--- config.mk ---
export PLATFORM = sky130hd
export DESIGN_NAME = spm_serial_mult
export DESIGN_NICKNAME = d
export VERILOG_FILES = /design/src/rtl/spm_pkg.sv /design/src/rtl/spm_androw.sv /design/src/rtl/spm_fa.sv /design/src/rtl/spm_chain.sv /design/src/rtl/spm_serial_mult.sv
export SDC_FILE = /design/constraint.sdc
export NUM_CORES = 1
export LEC_CHECK = 0
export ABC_CLOCK_PERIOD_IN_PS = 3400
export BUFFER_PORTS_ARGS = -buffer_cell sky130_fd_sc_hd__buf_2
export CAP_MARGIN = 20
export CORE_AREA = 3 3 116 84
export DETAILED_ROUTE_END_ITERATION = 10
export DIE_AREA = 0 0 119 87
export REMOVE_ABC_BUFFERS = 1
export SKIP_CTS_REPAIR_TIMING = 1
export SLEW_MARGIN = 0
export SYNTH_ARGS = -nofsm -noshare
export SYNTH_HDL_FRONTEND = slang
export SYNTH_SLANG_ARGS = --single-unit
--- constraint.sdc ---
create_clock -name clk_i -period 3.4 [get_ports clk_i]
set_input_delay 0.51 -clock clk_i [delete_from_list [all_inputs] [get_ports clk_i]]
set_output_delay 0.51 -clock clk_i [all_outputs]
set_load 0.03 [all_outputs]
--- src/rtl/spm_pkg.sv ---
package spm_pkg;
    // result of one carry-save cell
    typedef struct packed {
        logic sum;
        logic cry;
    } fa_t;
endpackage

--- src/rtl/spm_androw.sv ---
module spm_androw #(
    parameter int WIDTH = 32
) (
    input  logic [WIDTH-1:0] mcand_i,
    input  logic             bit_i,
    output logic [WIDTH-1:0] pp_o
);
    always_comb begin
        pp_o = mcand_i & {WIDTH{bit_i}};
    end
endmodule

--- src/rtl/spm_fa.sv ---
module spm_fa
    import spm_pkg::*;
(
    input  logic x_i,
    input  logic y_i,
    input  logic z_i,
    output fa_t  r_o
);
    always_comb begin
        r_o.sum = x_i ^ y_i ^ z_i;
        r_o.cry = (x_i & y_i) | (x_i & z_i) | (y_i & z_i);
    end
endmodule

--- src/rtl/spm_chain.sv ---
module spm_chain
    import spm_pkg::*;
#(
    parameter int WIDTH = 32
) (
    input  logic [WIDTH-1:0] pp_i,
    input  logic [WIDTH-1:0] sum_i,
    input  logic [WIDTH-1:0] cry_i,
    output logic [WIDTH-1:0] sum_o,
    output logic [WIDTH-1:0] cry_o
);
    localparam int TOP = WIDTH - 1;

    // stage i adds the sum of stage i+1 (shift right by one weight)
    logic [WIDTH-1:0] shifted;
    always_comb begin
        shifted = {1'b0, sum_i[TOP:1]};
    end

    for (genvar i = 0; i < WIDTH; i++) begin : g_cell
        fa_t res;
        spm_fa u_fa (
            .x_i (pp_i[i]),
            .y_i (shifted[i]),
            .z_i (cry_i[i]),
            .r_o (res)
        );
        assign sum_o[i] = res.sum;
        assign cry_o[i] = res.cry;
    end
endmodule

--- src/rtl/spm_serial_mult.sv ---
module spm_serial_mult #(
    parameter int WIDTH = 32
) (
    input  logic             clk_i,
    input  logic             rst_i,
    input  logic             start_i,
    input  logic [WIDTH-1:0] a_i,
    input  logic             y_i,
    output logic             p_o
);
    typedef struct packed {
        logic [WIDTH-1:0] sum;
        logic [WIDTH-1:0] cry;
    } state_t;

    state_t           st_d, st_q;
    logic [WIDTH-1:0] pp;
    logic [WIDTH-1:0] sum_src, cry_src;
    logic [WIDTH-1:0] sum_nx, cry_nx;

    spm_androw #(.WIDTH(WIDTH)) u_and (
        .mcand_i (a_i),
        .bit_i   (y_i),
        .pp_o    (pp)
    );

    spm_chain #(.WIDTH(WIDTH)) u_chain (
        .pp_i  (pp),
        .sum_i (sum_src),
        .cry_i (cry_src),
        .sum_o (sum_nx),
        .cry_o (cry_nx)
    );

    always_comb begin
        // a start drops the previous operation's residue
        sum_src  = start_i ? '0 : st_q.sum;
        cry_src  = start_i ? '0 : st_q.cry;
        st_d.sum = sum_nx;
        st_d.cry = cry_nx;
    end

    always_ff @(posedge clk_i) begin
        if (rst_i) begin
            st_q <= '0;
        end else begin
            st_q <= st_d;
        end
    end

    assign p_o = st_q.sum[0];
endmodule

==> impl_summary.txt <==
----------------------------------------------------
[STA]
  Unrepaired setup endpoints after global routing ... no
  Final clock skew ... 0.00302 ns
  Number of slew-limit violations in the final report ... 0
  Final hold violations ... 0
  Final setup vio count ... 0
  Remaining max-slew budget at the tightest pin ... 0.521
  Worst hold slack ... 0.640 ns
  Worst Tran Pin Value ... 0.718 ns
  Setup TNS Final ... 0 ns
  Period utilization ... 0.510
  Max Clock Freq ... 576 MHz
  Min Clock Period, post-route ... 1.74 ns

[Routing]
  Via density ... 4.01
  Average wire length per cell after detail routing ... 11.1 um
  # DRC ... 0
  Drt pass-1 iters ... 3
  Total vias in the final route ... 1719
  Final ANT Viol Nets ... 0
  DRC violation total after the first TritonRoute iteration ... 35
  Post-Route WL ... 4740 um

[CTS]
  CTS tree ... done
  TritonCTS sink count ... 64
  Maximum level of the CTS H-tree ... 3
  Root buffer selected by CTS ... sky130_fd_sc_hd__clkbuf_16
  Number of buffers on the longest clock path ... 2
  Clock input transition at the sequential cells of the worst setup and hold paths ... 0.05 ns
  Cts bufs inserted ... 9
  Clock Latency Late Sink ... 0.33 ns

[Power]
  Combinational power share ... 0.074
  Part of the total power dissipated in sequential elements ... 0.452
  Power per unit of standard cell area ... 492 mW/mm2
  Switching Power ... 366 uW
  Maximum ir drop on the vdd rail ... 0.277 mV
  Leakage ... 0.00153 uW
  Clock Power Share ... 0.474
  Switching fraction of total power ... 0.211
  Internal power consumption ... 1370 uW

[Critical path]
  Critical Path RT ... 3.61 ns
  CP Capture Type ... flop
  Crit path kind ... input pin to flop
  Crit path DAT ... 1.94 ns
  Critical-path maximum fanout ... 25
  Depth of the worst register-to-register path ... 3
  Kind of launch point of the worst setup path ... input pin

[Final layout]
  Final net count ... 373
  Area growth from synthesis to final layout ... 16.5%
  Number of antenna repair diodes ... 0
  Share of final-layout standard cells stronger than drive strength 1 ... 0.162
  Fillcell total ... 844

[Placement]
  Port-buffer cells ... 36
  Final HPWL DP ... 3080 um
  Final weighted congestion of routability-driven global placement ... 0.651

[Synth]
  Yosys top cell area share ... 0.423
  Number of library cell types mapped by synthesis ... 8
  Largest area contributor in the netlist ... sky130_fd_sc_hd__dfxtp_1
  Post-synth design cell area ... 0.00303 mm2
  Top cells by area in the synthesized netlist ... sky130_fd_sc_hd__dfxtp_1, sky130_fd_sc_hd__nor2b_1, sky130_fd_sc_hd__fa_1
  Sequential element share of the synthesized area ... 0.423
  Mean cell area of the mapped netlist ... 11.2 um2
  Number of cells produced by synthesis ... 271
  Warning count from the yosys run ... 0
  Flip-flop and latch count after synthesis ... 64

[Min path]
  Min-delay worst type ... input pin to flop
  Hold Crit Depth ... 4

[Global routing]
  Number of global-route vias before repair ... 1808
  Residual overflow from global routing ... 0
  Wire length of the first global-routing pass ... 8480 um
  Number of antenna violations at the first check in global routing ... 0
  Overall track demand over capacity in global routing ... 0.109
  Pin count of the biggest net entering global routing ... 40

[Floorplanning]
  Floorplan core area ... 0.00858 mm2
  I/O Pins ... 37
  Die footprint ... 0.0104 mm2
  Initial core utilization ... 0.353
  Chip height ... 87 um
  Die extent in x ... 119 um
  Standard-cell rows ... 28

[Status]
  Status ... finished, final reports clean

[Flow run]
  Number of max-cap violations ... 0

----------------------------------------------------
==> state kept, by name, summed over array words and instances, names as in the netlist <==
| signal | cells |
|---|---|
| st_q | 63 |
| p_o | 1 |
==> stage by stage <==
stage                     power, uW  setup WS (ns)   util  std cells  cell area, um2
after floorplan                 867           2.05      -        255            2910
after global placement          928           1.32  0.380        414            3260
after detailed placement        930           1.29  0.380        414            3260
after CTS                      1770           1.63  0.411        429            3530
after global routing           1820           1.53  0.411        429            3530
final                          1730           1.66  0.411        429            3530
==> final cells by class <==
class | instances | area [um2] | share of cell area
clock buffers | 15 | 268 | 0.0759
multi-input cells | 191 | 1630 | 0.461
flip-flops and latches | 64 | 1280 | 0.363
well taps | 120 | 150 | 0.0425
repair buffers | 39 | 203 | 0.0574
==> layout by cell type (no fill, tap or decap) <==
cell type / instances
sky130_fd_sc_hd__clkbuf_8: 2
sky130_fd_sc_hd__ha_1: 1
sky130_fd_sc_hd__clkbuf_1: 4
sky130_fd_sc_hd__buf_4: 3
sky130_fd_sc_hd__nor2b_1: 127
sky130_fd_sc_hd__buf_2: 36
sky130_fd_sc_hd__dfxtp_1: 64
sky130_fd_sc_hd__and2_1: 32
sky130_fd_sc_hd__clkbuf_16: 9
sky130_fd_sc_hd__fa_1: 31
==> synth_stat cells <==
cell type / number
sky130_fd_sc_hd__buf_2: 9
sky130_fd_sc_hd__and2_1: 32
sky130_fd_sc_hd__dfxtp_1: 64
sky130_fd_sc_hd__nor2b_1: 127
sky130_fd_sc_hd__ha_1: 1
sky130_fd_sc_hd__buf_6: 6
sky130_fd_sc_hd__buf_4: 1
sky130_fd_sc_hd__fa_1: 31
==> power by group through the flow <==
stage               clock network [uW]  logic (uW)  registers [uW]
global placement                     0         129             799
CTS                                851         134             784
finish                             822         128             784
detailed placement                   0         132             799
floorplan                            0        68.9             798
global route                       883         152             786
==> metal layers <==
metal	GRT usage	share of wire	up-vias
met4	0.0536	0.020	0
met3	0.0500	0.057	12
met5	0	0	-
met2	0.152	0.43	36
li1	-	-	873
met1	0.142	0.49	798
==> critical path: stages <==
cell and delay, ns:
sky130_fd_sc_hd__buf_2 0.37, sky130_fd_sc_hd__buf_4 0.34, sky130_fd_sc_hd__nor2b_1 0.11, sky130_fd_sc_hd__fa_1 0.46, sky130_fd_sc_hd__nor2b_1 0.14
==> final timing paths <==
kind	startpoint	endpoint	slack, ns
worst min-delay path	a_i[31]	st_q[31]$_SDFF_PP0_	0.64
worst min register to register	st_q[31]$_SDFF_PP0_	st_q[31]$_SDFF_PP0_	0.72
worst max register to register	st_q[47]$_SDFF_PP0_	st_q[46]$_SDFF_PP0_	2.18
worst max-delay path	start_i	st_q[45]$_SDFF_PP0_	1.66
==> cell families after synthesis <==
kind of cell	after synthesis	share of synthesized area
DFF	64	0.423
and+or+nand+nor	159	0.328
adders and majority gates	32	0.209
buffers and inverters	16	0.0397
(Power assumes the default switching activity.)
